$ cat src/rtl/tbc_pkg.sv
// Package: shared command codes and control-word bit positions.
// Assumes an 8-bit control word and an 8-bit flag word.
package tbc_pkg;
    typedef enum logic [1:0] {
        CMD_NONE    = 2'b00,
        CMD_UPDATE  = 2'b01,
        CMD_RESTART = 2'b10,
        CMD_HARDRST = 2'b11
    } tbc_cmd_e;

    localparam int CTRL_DIR_BIT  = 0;
    localparam int CTRL_LOCK_BIT = 1;
    localparam int CTRL_CMD_LO   = 2;
    localparam int REG_W         = 8;
endpackage

$ cat src/rtl/tbc_ctrl_reg.sv
// Control word written through clear/set strobes.
// Holds direction, lock and command. A command clears itself in the cycle it
// acts. A restart drops the direction to up, and a hard reset zeroes the word.
// Assumes the strobes are single-cycle.
module tbc_ctrl_reg
    import tbc_pkg::*;
(
    input  logic             clk,
    input  logic             rst_n,
    input  logic             clr_we,
    input  logic             set_we,
    input  logic [REG_W-1:0] wdata,
    input  logic             restart,
    input  logic             hrst,
    output logic [REG_W-1:0] ctrl_q,
    output logic             dir,
    output logic             lock,
    output tbc_cmd_e         cmd
);
    localparam logic [REG_W-1:0] USED_MASK = REG_W'(8'h0F);
    localparam logic [REG_W-1:0] CMD_MASK  = REG_W'(8'h0C);

    logic [REG_W-1:0] nxt;

    // Next value: self-clear the command, apply restart, then the strobes.
    always_comb begin
        nxt = ctrl_q & ~CMD_MASK;
        if (restart) nxt[CTRL_DIR_BIT] = 1'b0;
        if (clr_we)  nxt = nxt & ~wdata;
        if (set_we)  nxt = nxt | wdata;
        nxt = nxt & USED_MASK;
    end

    // Register the control word; a hard reset overrides the strobes.
    always_ff @(posedge clk) begin
        if (!rst_n || hrst) ctrl_q <= '0;
        else                ctrl_q <= nxt;
    end

    assign dir  = ctrl_q[CTRL_DIR_BIT];
    assign lock = ctrl_q[CTRL_LOCK_BIT];
    assign cmd  = tbc_cmd_e'(ctrl_q[CTRL_CMD_LO +: 2]);
endmodule

$ cat src/rtl/tbc_counter.sv
// Up/down counter that flags the terminal count.
// Counting up, it wraps from the period to zero. Counting down, it reloads the
// period after reaching zero. It holds while run is low. Restart and hard
// reset clear it.
module tbc_counter #(
    parameter int CNT_W = 16
) (
    input  logic             clk,
    input  logic             rst_n,
    input  logic             run,
    input  logic             dir,
    input  logic [CNT_W-1:0] per,
    input  logic             clr,
    output logic [CNT_W-1:0] cnt,
    output logic             wrap
);
    // Terminal count reached in this cycle while running.
    always_comb wrap = run && (dir ? (cnt == '0) : (cnt == per));

    // Advance, wrap or clear the count.
    always_ff @(posedge clk) begin
        if (!rst_n || clr)  cnt <= '0;
        else if (wrap)      cnt <= dir ? per : '0;
        else if (run)       cnt <= dir ? cnt - 1'b1 : cnt + 1'b1;
    end
endmodule

$ cat src/rtl/tbc_slot.sv
// One buffered setting: buffer, active register and buffer-valid flag.
// In compare mode, the buffer takes software writes and moves to the active
// register on an unlocked update. With HAS_CAP set and capture mode selected,
// the buffer takes the counter on a capture event and updates leave it alone.
module tbc_slot #(
    parameter int               CNT_W   = 16,
    parameter bit               HAS_CAP = 1'b1,
    parameter logic [CNT_W-1:0] ACT_RST = '0
) (
    input  logic             clk,
    input  logic             rst_n,
    input  logic             hrst,
    input  logic             buf_we,
    input  logic [CNT_W-1:0] wdata,
    input  logic             cap_mode,
    input  logic             cap_evt,
    input  logic             cap_clr,
    input  logic [CNT_W-1:0] cnt,
    input  logic             xfer,
    input  logic             flag_set,
    input  logic             flag_clr,
    output logic [CNT_W-1:0] buf_q,
    output logic [CNT_W-1:0] act_q,
    output logic             valid_q
);
    logic capm;
    logic valid_nxt;

    // Capture behaviour exists only in variants built with it.
    always_comb capm = HAS_CAP && cap_mode;

    // Flag: set by a write, capture or software set; cleared by its owner's event.
    always_comb begin
        valid_nxt = valid_q;
        if (capm) begin
            if (cap_clr) valid_nxt = 1'b0;
        end else if (xfer) begin
            valid_nxt = 1'b0;
        end
        if (flag_clr) valid_nxt = 1'b0;
        if ((capm && cap_evt) || (!capm && buf_we) || flag_set) valid_nxt = 1'b1;
    end

    // Buffer, active value and flag registers.
    always_ff @(posedge clk) begin
        if (!rst_n || hrst) begin
            buf_q   <= '0;
            act_q   <= ACT_RST;
            valid_q <= 1'b0;
        end else begin
            if (capm && cap_evt)       buf_q <= cnt;
            else if (!capm && buf_we)  buf_q <= wdata;
            if (!capm && xfer && valid_q) act_q <= buf_q;
            valid_q <= valid_nxt;
        end
    end
endmodule

$ cat src/rtl/tbc_top.sv
// Timer update controller: the period slot and NUM_CH channel slots, the
// control word, the flag word and the counter that makes the wrap update.
// Assumes NUM_CH <= 7 so the flags fit in the 8-bit flag word.
module tbc_top
    import tbc_pkg::*;
#(
    parameter int CNT_W  = 16,
    parameter int NUM_CH = 4
) (
    input  logic                    clk,
    input  logic                    rst_n,
    input  logic                    run_i,
    input  logic                    ctrl_clr_we_i,
    input  logic                    ctrl_set_we_i,
    input  logic [7:0]              ctrl_wdata_i,
    output logic [7:0]              ctrl_rdata_o,
    input  logic                    flag_clr_we_i,
    input  logic                    flag_set_we_i,
    input  logic [7:0]              flag_wdata_i,
    output logic [7:0]              flag_rdata_o,
    input  logic                    per_buf_we_i,
    input  logic [CNT_W-1:0]        per_buf_wdata_i,
    input  logic [NUM_CH-1:0]       cc_buf_we_i,
    input  logic [CNT_W-1:0]        cc_buf_wdata_i,
    input  logic [NUM_CH-1:0]       cap_mode_i,
    input  logic [NUM_CH-1:0]       cap_evt_i,
    input  logic [NUM_CH-1:0]       cap_flag_clr_i,
    output logic [CNT_W-1:0]        cnt_o,
    output logic [CNT_W-1:0]        per_act_o,
    output logic [NUM_CH*CNT_W-1:0] cc_act_o,
    output logic [NUM_CH*CNT_W-1:0] cc_buf_o,
    output logic                    update_o
);
    localparam int FLAG_W = NUM_CH + 1;

    logic        dir, lock, wrap, hrst, restart, fupd, xfer;
    tbc_cmd_e    cmd;
    logic [FLAG_W-1:0] valid;
    logic [FLAG_W-1:0] fset, fclr;
    logic [CNT_W-1:0]  per_buf_unused;

    // Decode the pending command; a hard reset needs the counter off.
    always_comb begin
        fupd    = (cmd == CMD_UPDATE);
        restart = (cmd == CMD_RESTART);
        hrst    = (cmd == CMD_HARDRST) && !run_i;
        xfer    = update_o && !lock;
        fset    = flag_set_we_i ? flag_wdata_i[FLAG_W-1:0] : '0;
        fclr    = flag_clr_we_i ? flag_wdata_i[FLAG_W-1:0] : '0;
    end

    tbc_ctrl_reg u_ctrl (
        .clk(clk), .rst_n(rst_n), .clr_we(ctrl_clr_we_i), .set_we(ctrl_set_we_i),
        .wdata(ctrl_wdata_i), .restart(restart), .hrst(hrst), .ctrl_q(ctrl_rdata_o),
        .dir(dir), .lock(lock), .cmd(cmd)
    );

    tbc_counter #(.CNT_W(CNT_W)) u_cnt (
        .clk(clk), .rst_n(rst_n), .run(run_i), .dir(dir), .per(per_act_o),
        .clr(restart || hrst), .cnt(cnt_o), .wrap(wrap)
    );

    // Update condition: terminal count or forced command.
    always_comb update_o = wrap || fupd;

    tbc_slot #(.CNT_W(CNT_W), .HAS_CAP(1'b0), .ACT_RST({CNT_W{1'b1}})) u_per (
        .clk(clk), .rst_n(rst_n), .hrst(hrst), .buf_we(per_buf_we_i),
        .wdata(per_buf_wdata_i), .cap_mode(1'b0), .cap_evt(1'b0), .cap_clr(1'b0),
        .cnt(cnt_o), .xfer(xfer), .flag_set(fset[0]), .flag_clr(fclr[0]),
        .buf_q(per_buf_unused), .act_q(per_act_o), .valid_q(valid[0])
    );

    for (genvar k = 0; k < NUM_CH; k++) begin : g_ch
        tbc_slot #(.CNT_W(CNT_W), .HAS_CAP(1'b1), .ACT_RST('0)) u_ch (
            .clk(clk), .rst_n(rst_n), .hrst(hrst), .buf_we(cc_buf_we_i[k]),
            .wdata(cc_buf_wdata_i), .cap_mode(cap_mode_i[k]), .cap_evt(cap_evt_i[k]),
            .cap_clr(cap_flag_clr_i[k]), .cnt(cnt_o), .xfer(xfer),
            .flag_set(fset[k+1]), .flag_clr(fclr[k+1]),
            .buf_q(cc_buf_o[k*CNT_W +: CNT_W]), .act_q(cc_act_o[k*CNT_W +: CNT_W]),
            .valid_q(valid[k+1])
        );
    end

    // Flag word: period in bit 0, channels above, reserved bits zero.
    always_comb flag_rdata_o = 8'(valid);
endmodule

$ cat config.mk
export PLATFORM = sky130hd
export DESIGN_NAME = tbc_top
export DESIGN_NICKNAME = d
export VERILOG_FILES = /design/src/rtl/tbc_pkg.sv /design/src/rtl/tbc_ctrl_reg.sv /design/src/rtl/tbc_counter.sv /design/src/rtl/tbc_slot.sv /design/src/rtl/tbc_top.sv
export SDC_FILE = /design/constraint.sdc
export NUM_CORES = 1
export LEC_CHECK = 0
export BUFFER_PORTS_ARGS = -buffer_cell sky130_fd_sc_hd__clkbuf_2
export CAP_MARGIN = 20
export CORE_ASPECT_RATIO = 0.6
export CORE_MARGIN = 2
export CORE_UTILIZATION = 48
export DETAILED_ROUTE_END_ITERATION = 10
export GPL_TIMING_DRIVEN = 0
export HOLD_SLACK_MARGIN = 0.05
export PLACE_DENSITY = 0.77
export SYNTH_ARGS = -nofsm -noshare
export SYNTH_HDL_FRONTEND = slang
export SYNTH_SLANG_ARGS = --single-unit
export TNS_END_PERCENT = 30
$ cat constraint.sdc
create_clock -name clk -period 2.95 [get_ports clk]
set_clock_uncertainty 0.2 [all_clocks]
set_input_delay 0.59 -clock clk [delete_from_list [all_inputs] [get_ports clk]]
set_output_delay 0.59 -clock clk [all_outputs]
set_load 0.005 [all_outputs]
==> results.md, run 1 <==
* WL final at 32300 µm
* Crit-path cells: buf_6 > xnor2_1 > nand4_1 > nor4_4 > a21oi_4 > o21ai_1 > clkbuf_2
* CTS tree: yes
* DIE HEIGHT at 110 µm
* Nets at 1431
* Drt drc at 0
* Reg power frac at 43.9%
* CP Max Fanout at 7
* Via Count at 9413
* Row cnt at 38
* Post-Place Cell Area at 10400 µm²
* Max Cap Violations at 0
* H-tree depth at 4
* Max Clk Rate at 0.348 GHz
* Slowest cell on crit path: nor4_4
* Switching power at 1.85 mW
* Final slew viol count at 0
* Clock sinks at 185
* Synth cell types at 57
* Crit path capture type: output pin
* DRT iter0 DRCs at 939
* Outcome: finished clean
* Worst-skew pair later-pin latency at 440 ps
* Synth Warn # at 0
* Final core occ at 62.2%
* RSZ-0062 raised after global routing: no
* Gr usage total at 31.3%
* Final period utilization at 97.5%
* Initial antenna violation count at 2
* CTS Hold Bufs at 0
* Leading cell type in the layout, fill and taps excluded: clkbuf_2
* Total power at 6.36 mW
* DRT antenna net count at 0
* Vias per cell at 5.89
* Fill count at 1635
* Req. time, crit path at 2160 ps
* Final non-filler cell area at 11300 µm²
* Hold Crit Class: primary input to flop
* Post-DP HPWL at 23800 µm
* CP Data Arrival Time at 2090 ps
* EDFF count, synth at 0
* CTS buffer count at 17
* # port buffers at 228
* Area delta synth->final at 26.1%
* CP delay by family, top: simple AND/OR/NAND/NOR gates
* Relative slew slack at 48.9%
* Commonest non-fill, non-tap cells in the layout: clkbuf_2 (228), nand2_1 (218), dfxtp_1 (170)
* Io pins at 249
* Synthesized instance count at 1080
* Leading area contributor after synthesis: dfxtp_1
* Critical path type: flop to output pin
* CP bufs+invs at 2
* Final hold viol count at 0
* Ys async rst share at 0%
* Top post-synthesis cells by area: dfxtp_1 (41%), nand2_1 (9.1%), mux2i_1 (9.0%)
* Clock Root Buffer: clkbuf_16
* Initial DRT Pass Iterations at 8
* Clock Power Share at 39.2%
* Worst path max stage delay at 390 ps
* Largest net degree at the start of global routing at 21
* Internal at 4.51 mW
* Crit start category: flop
* #FFs+latches synth at 185
* Static leakage at 4.85 nW
* Cell Area, Synth at 8980 µm²
* Post-layout min period at 2880 ps
* First-pass GRT wire length at 47400 µm
* Main synth FF type: dfxtp_1
* Net Sw Frac at 29.1%
* Routability cong. at 0.963
* Core Region at 18200 µm²
* Worst Tran Pin Value at 766 ps
* Vias in the first global route at 8386
* GRT Residual Overflow at 0
* Cell Pwr Density at 561 nW/µm²
* CTS Buffer Depth at 2
* Die ar. at 19900 µm²
* Share of layout cells above drive strength 1 at 25.4%
* Avg Cell Area, Syn at 8.31 µm²
* WL/cell at 20.2 µm
* Post-synth top area share at 41.2%
* Clock-pin slew on the worst setup and hold paths at 80 ps
* Chip Width at 181 µm
* Final setup viols at 0
* Max IR drop VDD at 0.382 mV
* Sequential cell area fraction in the yosys report at 41.2%
* Combinational share of power at 16.9%
* Initial Util at 49.3%
[metal layers]
metal  global-route usage (%)  wire length, µm  vias to the layer above
li1                         -                -                     4344
met1                     44.3            14200                     4427
met2                     45.0            13200                      563
met3                     9.94             3990                       77
met4                     9.97              835                        2
met5                        0               16                        -
[Yosys cell counts, drive strengths merged, types with 3 or more instances]
library cell  number
a221oi            10
nor2              94
nor3               7
o211ai             4
nor4               3
nand3            103
a22oi              5
buf               44
or3                4
dfxtp            185
o21ai             42
o22ai              5
nand4              5
clkbuf            66
a21oi             22
and3               7
a21o              10
mux2i             81
nor4b              4
xor2               4
a31oi              5
a311oi            64
nand3b             3
a211oi            15
inv               13
ha                14
xnor2             18
nand2            218
[through the flow]
step / setup TNS [ps] / hold slack [ps] / cells / setup WS, ps
finish: 0 / 181 / 1598 / 73.0
floorplan: 0 / 251 / 1086 / 202
detailed placement: -1990 / 246 / 1554 / -759
global placement: -1320 / 242 / 1554 / -503
global route: 0 / 194 / 1597 / 4.20
CTS: -44.9 / 178 / 1590 / -44.9
[sequential cells by signal (all words and copies together), names as in the netlist]
name	cells
u_per.buf_q	16
g_ch.u_ch.valid_q	4
u_per.act_q	16
u_ctrl.ctrl_q	4
u_cnt.cnt	16
g_ch.u_ch.act_q	64
g_ch.u_ch.buf_q	64
u_per.valid_q	1
[path summary, 6_finish.rpt]
kind | cells past startpoint | end | slack (ps) | start
worst min register to register | 2 | g_ch[0].u_ch.act_q[2]$_SDFFE_PP0P_ | 260 | g_ch[0].u_ch.act_q[2]$_SDFFE_PP0P_
worst max-delay path | 7 | update_o | 70 | u_cnt.cnt[14]$_SDFFE_PP0P_
worst min-delay path | 2 | u_ctrl.ctrl_q[2]$_SDFF_PP0_ | 180 | ctrl_wdata_i[2]
worst max register to register | 9 | u_cnt.cnt[14]$_SDFFE_PP0P_ | 90 | u_cnt.cnt[0]$_SDFFE_PP0P_
[power by group through the flow]
stage          Sequential [mW]  Clock [mW]  Combinational, mW
2_1_floorplan             2.78           0              0.607
3_3_place_gp              2.83           0              0.973
3_5_place_dp              2.83           0              0.994
4_1_cts                   2.78        2.50               1.03
5_1_grt                   2.80        2.59               1.16
6_report                  2.79        2.49               1.08
[cell families (layout without fill, tap and decap cells)]
group | Yosys count | count (layout) | share of synthesized area (%)
buffers and inverters | 123 | 394 | 6.98
adder cells (fa/ha/maj) | 15 | 15 | 2.17
flip-flops | 185 | 185 | 41.2
AND/OR/NAND/NOR | 456 | 456 | 22.3
AO/OA/AOI/OAI | 196 | 196 | 15.8
XOR/XNOR | 22 | 22 | 2.31
multiplexers | 82 | 82 | 9.15
other | 1 | 8 | 0.0418
[cell type report]
class / count / area [µm²] / share of cell area [%]
Multi-Input combinational cell: 778 / 4730 / 41.8
Tap cell: 240 / 300 / 2.65
Antenna cell: 1 / 2.50 / 0.0221
Timing Repair Buffer: 240 / 1230 / 10.9
Buffer: 109 / 652 / 5.76
Clock buffer: 19 / 443 / 3.91
Clock inverter: 13 / 190 / 1.68
Inverter: 13 / 48.8 / 0.431
Sequential cell: 185 / 3730 / 32.9
[worst register-to-register path, stage by stage, from the launching register on]
cell and delay [ps]:
dfxtp_1 380, buf_6 150, inv_1 90, fa_2 440, nor2b_4 150, o31ai_1 130
a2111oi_2 580, nor3_2 110, nor3b_2 330, o22ai_1 150
[repair_timing]
| item | CTS | global route |
|---|---|---|
| pin swaps | 3 | 6 |
| resized for setup | 44 | 14 |
| buffers inserted | 4 | 8 |
| setup endpoints to repair | 7 | 3 |
| endpoints found under the hold margin | 0 | 0 |
No activity file was read; power rests on OpenSTA's default activity.
==> inputs of run 2 (changes only) <==
--- a/config.mk
+++ b/config.mk
@@ -5,15 +5,16 @@
 export SDC_FILE = /design/constraint.sdc
 export NUM_CORES = 1
 export LEC_CHECK = 0
-export BUFFER_PORTS_ARGS = -buffer_cell sky130_fd_sc_hd__clkbuf_2
 export CAP_MARGIN = 20
 export CORE_ASPECT_RATIO = 0.6
 export CORE_MARGIN = 2
-export CORE_UTILIZATION = 48
+export CORE_UTILIZATION = 58
 export DETAILED_ROUTE_END_ITERATION = 10
+export DONT_BUFFER_PORTS = 1
 export GPL_TIMING_DRIVEN = 0
 export HOLD_SLACK_MARGIN = 0.05
-export PLACE_DENSITY = 0.77
+export PLACE_DENSITY = 0.76
+export SLEW_MARGIN = 10
 export SYNTH_ARGS = -nofsm -noshare
 export SYNTH_HDL_FRONTEND = slang
 export SYNTH_SLANG_ARGS = --single-unit
==> constraint.sdc (replaced) <==
create_clock -name clk -period 2.63 [get_ports clk]
set_clock_uncertainty 0.2 [all_clocks]
set_input_delay 0.526 -clock clk [delete_from_list [all_inputs] [get_ports clk]]
set_output_delay 0.526 -clock clk [all_outputs]
set_load 0.005 [all_outputs]
==> run 2 against run 1 <==
Effect of this change:
- the flow now finishes with violations (negative setup slack)
- hold slack worse by 130 ps
- register-to-register slack worse by 180 ps
- non-clock buffer count down 171
- first-iteration DRC count up 6.4%
- global-route usage up 7.1 points
- final area down 4.3%
- clock power up 4%
- sequential cell count unchanged
- wire length up 1.3%
- die area down 17%
- sequential power up 13%
==> results.md, run 2 (synthesis results as in run 1) <==
* CP bufs+invs at 3 (+1)
* CP Data Arrival Time at 2050 ps (-40 ps)
* Routability cong. at 0.966 (+0.32%)
* Core Region at 15200 µm² (-16%)
* RSZ-0062 raised after global routing: yes
* Cell Pwr Density at 634 nW/µm² (+13%)
* Post-Layout Cell Count at 1390 (-13%)
* Top Registers: g_ch.u_ch.act_q x64, g_ch.u_ch.buf_q x64
* CTS tree: yes
* CTS Buffer Depth at 2 (unchanged)
* Gr usage total at 38.4% (+7.1 points)
* CTS buffer count at 17 (unchanged)
* Via Count at 9060 (-3.8%)
* Drt drc at 0 (unchanged)
* # port buffers at 0 (-100%)
* Crit start category: flop
* Worst Setup Slack, final at -145 ps (-218 ps)
* Worst path max stage delay at 380 ps (about the same)
* Max Cap Violations at 0 (unchanged)
* Post-layout min period at 2770 ps
* Critical path type: flop to output pin
* Share of layout cells above drive strength 1 at 13.4% (-12 points)
* Clock sinks at 185 (unchanged)
* Io pins at 249 (unchanged)
* DRT iter0 DRCs at 999 (+6.4%)
* CP delay by family, top: simple AND/OR/NAND/NOR gates
* Max IR drop VDD at 0.476 mV (+25%)
* Chip Width at 165 µm (-8.8%)
* Clock-pin slew on the worst setup and hold paths at 80 ps (about the same)
* GRT Residual Overflow at 0 (unchanged)
* Commonest non-fill, non-tap cells in the layout: nand2_1 (218), dfxtp_1 (167), nand3_1 (103)
* Worst Tran Pin Value at 783 ps (+16.8 ps)
* Req. time, crit path at 1900 ps (-260 ps)
* Initial antenna violation count at 1 (-1)
* Post-DP HPWL at 22600 µm (-5.1%)
* Initial Util at 58.9% (+9.6 points)
* Final hold viol count at 0 (unchanged)
* DRT antenna net count at 0 (unchanged)
* First-pass GRT wire length at 47900 µm (+0.99%)
* Final slew viol count at 0 (unchanged)
* Relative slew slack at 47.8% (-1.1 points)
* Hold WS at 54.1 ps (-127 ps)
* Failing checks: negative setup slack
* Final period utilization at 105%
* Die ar. at 16500 µm² (-17%)
* CP Max Fanout at 4 (-3)
* Row cnt at 35 (-7.9%)
* WL final at 32700 µm (+1.3%)
* Final setup viols at 25 (+25)
* Max Clk Rate at 0.360 GHz
* Hold Crit Class: primary input to flop
* Initial DRT Pass Iterations at 5 (-3)
* Worst-skew pair later-pin latency at 430 ps (about the same)
* Largest net degree at the start of global routing at 20 (-4.8%)
* Nets at 1260 (-12%)
* Outcome: complete, but fails checks
* Crit path capture type: output pin
* Leading cell type in the layout, fill and taps excluded: nand2_1
* Vias per cell at 6.52 (+11%)
* Placed cells at 1289 (-17%)
* Slowest cell on crit path: dfxtp_4
* Static leakage at 4.22 nW (-13%)
* Area delta synth->final at 20.7%
* H-tree depth at 4 (unchanged)
* Clock Root Buffer: clkbuf_16
* WL/cell at 23.5 µm (+16%)
* Vias in the first global route at 8230 (-1.9%)
* Final core occ at 71.1% (+8.9 points)
* Crit-path cells: buf_8 > buf_6 > xnor2_2 > nand4_1 > nor4_4 > buf_4 > a21oi_4 > o21ai_4
* DIE HEIGHT at 100 µm (-8.7%)
[run 2: path summary, 6_finish.rpt]
check | to | slack, ps | start | cells after the start
setup / recovery | update_o | -140 | u_cnt.cnt[14]$_SDFFE_PP0P_ | 8
hold reg to reg | g_ch[0].u_ch.act_q[4]$_SDFFE_PP0P_ | 280 | g_ch[0].u_ch.act_q[4]$_SDFFE_PP0P_ | 2
hold / removal | g_ch[1].u_ch.buf_q[8]$_SDFFE_PP0P_ | 50 | cc_buf_wdata_i[8] | 2
setup reg to reg | g_ch[0].u_ch.act_q[0]$_SDFFE_PP0P_ | -90 | u_cnt.cnt[14]$_SDFFE_PP0P_ | 11
[run 2: routing by layer]
layer  wire [µm]  vias up  GRT usage, %
met2       13300      689          54.3
met3        4990      112          15.4
met4        1100        0          11.2
li1            -     4020             -
met1       13300     4239          53.9
met5           0        -             0
[run 2: timing repair]
item                       4_1_cts  5_1_grt
pin swaps                       11       10
hold endpoints to repair        27        4
buffers inserted                20       15
gates cloned                     0        4
gates resized for setup         78       24
hold buffers                    26        4
setup endpoints to repair       88       85
[run 2: cell type report]
cell class	instances	area, µm²
Tap cell	203	254
Sequential cell	185	3750
Fill cell	1171	4400
Antenna cell	1	2.50
Buffer	109	694
Clock buffer	19	443
Clock inverter	13	156
Timing Repair Buffer	69	678
Multi-Input combinational cell	778	4810
Inverter	13	48.8
[run 2: report_power, final]
part	internal (mW)	switching (mW)	total, mW
combinational	0.454	0.667	1.12
clock	1.31	1.29	2.60
sequential	2.95	0.209	3.16
[run 2: stage by stage]
step	total power, mW	cell area [µm²]	setup TNS (ps)	setup slack (ps)
3_5_place_dp	4.11	9260	-12840	-655
5_1_grt	7.11	10800	-5150	-185
3_3_place_gp	4.09	9260	-9610	-579
6_report	6.88	10800	-1000	-145
2_1_floorplan	3.80	9000	0	114
4_1_cts	6.77	10500	-1940	-83.5
[run 2: worst register-to-register path: stages (launching register included)]
cell and delay (ps):
dfxtp_4 380, buf_8 130, buf_6 110, xnor2_2 120, nand4_1 160, nor4_4 310, buf_4 180, a211oi_4 120
nor4b_2 340, buf_4 240, clkbuf_16 180, mux2i_1 180
==> inputs of run 3 (changes only) <==
--- a/config.mk
+++ b/config.mk
@@ -5,15 +5,15 @@
 export SDC_FILE = /design/constraint.sdc
 export NUM_CORES = 1
 export LEC_CHECK = 0
-export CAP_MARGIN = 20
+export BUFFER_PORTS_ARGS = -buffer_cell sky130_fd_sc_hd__clkbuf_2
+export CAP_MARGIN = 25
 export CORE_ASPECT_RATIO = 0.6
 export CORE_MARGIN = 2
-export CORE_UTILIZATION = 58
+export CORE_UTILIZATION = 48
 export DETAILED_ROUTE_END_ITERATION = 10
-export DONT_BUFFER_PORTS = 1
 export GPL_TIMING_DRIVEN = 0
-export HOLD_SLACK_MARGIN = 0.05
-export PLACE_DENSITY = 0.76
+export HOLD_SLACK_MARGIN = 0.12
+export PLACE_DENSITY = 0.77
 export SLEW_MARGIN = 10
 export SYNTH_ARGS = -nofsm -noshare
 export SYNTH_HDL_FRONTEND = slang
==> run 3 against run 2 <==
Effect of this change:
- the flow still finishes with violations (negative setup slack)
- sequential power barely moved
- clock power up 15%
- sequential share of layout area down 2.8 points
==> results.md, run 3 (synthesis results as in run 1) <==
* Outcome: complete, but fails checks
* Failing checks: negative setup slack
* RSZ-0062 raised after global routing: yes
* Placed cells at 1554 (+21%)
* Hold Path Sink: u_per.buf_q[11]$_SDFFE_PP0P_
* Leading cell type in the layout, fill and taps excluded: clkbuf_2
* Max IR drop VDD at 0.464 mV (-2.5%)
* Clock sinks at 185 (unchanged)
* Relative slew slack at 47.8% (about the same)
* H-tree depth at 4 (unchanged)
* Final core occ at 64.7% (-6.4 points)
* Core Region at 18200 µm² (+19%)
* CTS buffer count at 17 (unchanged)
* Initial Util at 49.3% (-9.6 points)
* CP bufs+invs at 2 (-1)
* # port buffers at 228 (+228)
* CP Data Arrival Time at 2130 ps (+80 ps)
* Hold_sp: per_buf_wdata_i[11]
* Internal at 5.28 mW (+12%)
* Clock-pin slew on the worst setup and hold paths at 80 ps (about the same)
* DRT iter0 DRCs at 1083 (+8.4%)
* Vias per cell at 6.01 (-7.8%)
* Max Clk Rate at 0.350 GHz (-2.9%)
* Post-DP HPWL at 23800 µm (+5.7%)
* Drt drc at 0 (unchanged)
* Slowest cell on crit path: nor4_4
* DRT antenna net count at 0 (unchanged)
* GRT Residual Overflow at 0 (unchanged)
* Dpl ws at -605 ps (+49.6 ps)
* Combinational share of power at 17.4% (+1.1 points)
* Io pins at 249 (unchanged)
* CTS tree: yes
* Reg2Reg Setup Slack at -80 ps (about the same)
* Largest net degree at the start of global routing at 21 (+5.0%)
* Cell Pwr Density at 628 nW/µm² (-0.97%)
* Worst Tran Pin Value at 783 ps (-0.304 ps)
* Post-Layout Cell Count at 1628 (+17%)
* Chip Width at 181 µm (+9.7%)
* Clock Root Buffer: clkbuf_16
* DIE HEIGHT at 110 µm (+9.5%)
* Reg2reg end: g_ch[0].u_ch.act_q[3]$_SDFFE_PP0P_
* Worst path max stage delay at 410 ps (+30 ps)
* WL/cell at 20.6 µm (-12%)
* Hold Crit Class: primary input to flop
* Origin of the worst setup path: u_cnt.cnt[2]$_SDFFE_PP0P_
* Clock Power Share at 40.3% (+2.5 points)
* Crit start category: flop
* Crit path capture type: output pin
* Via Count at 9788 (+8.0%)
* Vias in the first global route at 8813 (+7.1%)
* Worst Setup Slack, final at -227 ps (-82.2 ps)
* Nets at 1462 (+16%)
* Worst-skew pair later-pin latency at 440 ps (about the same)
* Max Cap Violations at 0 (unchanged)
* First-pass GRT wire length at 49500 µm (+3.4%)
* Share of layout cells above drive strength 1 at 28.2% (+15 points)
* Net Sw Frac at 28.7% (-2.8 points)
* Area delta synth->final at 31.2%
* Row cnt at 38 (+8.6%)
* Final non-filler cell area at 11800 µm² (+8.7%)
* Critical path type: flop to output pin
* Routability cong. at 0.965 (-0.11%)
* FF-to-FF Start: u_cnt.cnt[2]$_SDFFE_PP0P_
* CP Max Fanout at 7 (+3)
* Req. time, crit path at 1900 ps (about the same)
* Antenna cells at 0 (-1)
* Initial antenna violation count at 0 (-1)
* Post-Place Cell Area at 10400 µm² (+13%)
* Final hold viol count at 0 (unchanged)
* WL final at 33500 µm (+2.5%)
* Die ar. at 19900 µm² (+20%)
* Final setup viols at 52 (+110%)
* Crit-path cells: buf_8 > xnor2_2 > nand4_1 > nor4_4 > a21oi_4 > o21ai_2 > buf_2
* Reg power frac at 42.3% (-3.6 points)
* CTS Buffer Depth at 2 (unchanged)
* Final slew viol count at 0 (unchanged)
* Gr usage total at 32.7% (-5.7 points)
* CP delay by family, top: simple AND/OR/NAND/NOR gates
* Static leakage at 5.11 nW (+21%)
* Hold WS at 126 ps (+71.9 ps)
* WHS Path Cells at 3 (+1)
* Commonest non-fill, non-tap cells in the layout: clkbuf_2 (228), nand2_1 (218), dfxtp_1 (166)
* Post-layout min period at 2860 ps (+82.2 ps)
* Initial DRT Pass Iterations at 7 (+2)
* Switching power at 2.13 mW (-1.8%)
* R2R cell count at 10 (-1)
* Final period utilization at 109% (+3.1 points)
* Top Registers: g_ch.u_ch.act_q x64, g_ch.u_ch.buf_q x64
run 3: cell count changes in the layout (fill, tap and decap cells not counted), moves of 4 or more:
cell / change
clkbuf_2: +226
buf_4: +9
bufinv_16: +6
clkinv_8: -5
dlygate4sd3_1: -28
dfxtp_4: -4
dfxtp_2: +5
inv_6: -5
run 3: worst max-delay path by stage:
| stage | cells after the start | to |
|---|---|---|
| after global placement | 8 | update_o |
| after CTS | 8 | update_o |
| after detailed placement | 8 | update_o |
| final | 7 | update_o |
| after floorplan | 7 | update_o |
| after global routing | 7 | update_o |
run 3: power by group through the flow:
stage | logic (mW) | registers (mW) | clock network [mW]
2_1_floorplan | 0.681 | 3.12 | 0
3_3_place_gp | 1.09 | 3.18 | 0
3_5_place_dp | 1.11 | 3.18 | 0
4_1_cts | 1.21 | 3.12 | 2.98
5_1_grt | 1.38 | 3.14 | 3.10
6_report | 1.29 | 3.13 | 2.98
run 3: layout make-up:
class | instances | area [µm²]
buffer | 108 | 676
clock buffer | 19 | 433
clock inverter | 13 | 240
fill | 1572 | 6430
inverter | 13 | 48.8
multi-input combinational | 778 | 4810
sequential | 185 | 3740
tap | 240 | 300
timing repair buffer | 272 | 1530
run 3: through the flow:
step / setup TNS [ps] / total power [mW]
floorplan: 0 / 3.80
global placement: -10320 / 4.27
detailed placement: -15800 / 4.29
CTS: -3430 / 7.31
global route: -13630 / 7.62
finish: -2180 / 7.40
run 3: layer usage:
metal	track usage [%]	vias to the layer above	wire length, µm
met5	0	-	0
met4	14.6	0	1420
met3	7.59	113	3950
met2	46.8	663	13600
met1	46.8	4612	14600
li1	-	4400	-
run 3: what timing repair did:
item,4_1_cts,5_1_grt
setup endpoints to repair,91,86
hold buffers,2,0
hold endpoints to repair,2,0
pin swaps,11,11
resized for setup,67,30
setup buffers,23,17
gates cloned,0,2
run 3: tightest hold or removal path, delay by kind of cell:
| kind | cells | cell delay [ps] |
|---|---|---|
| mux | 1 | 50 |
| buf+inv | 1 | 80 |
| simple gates | 1 | 70 |
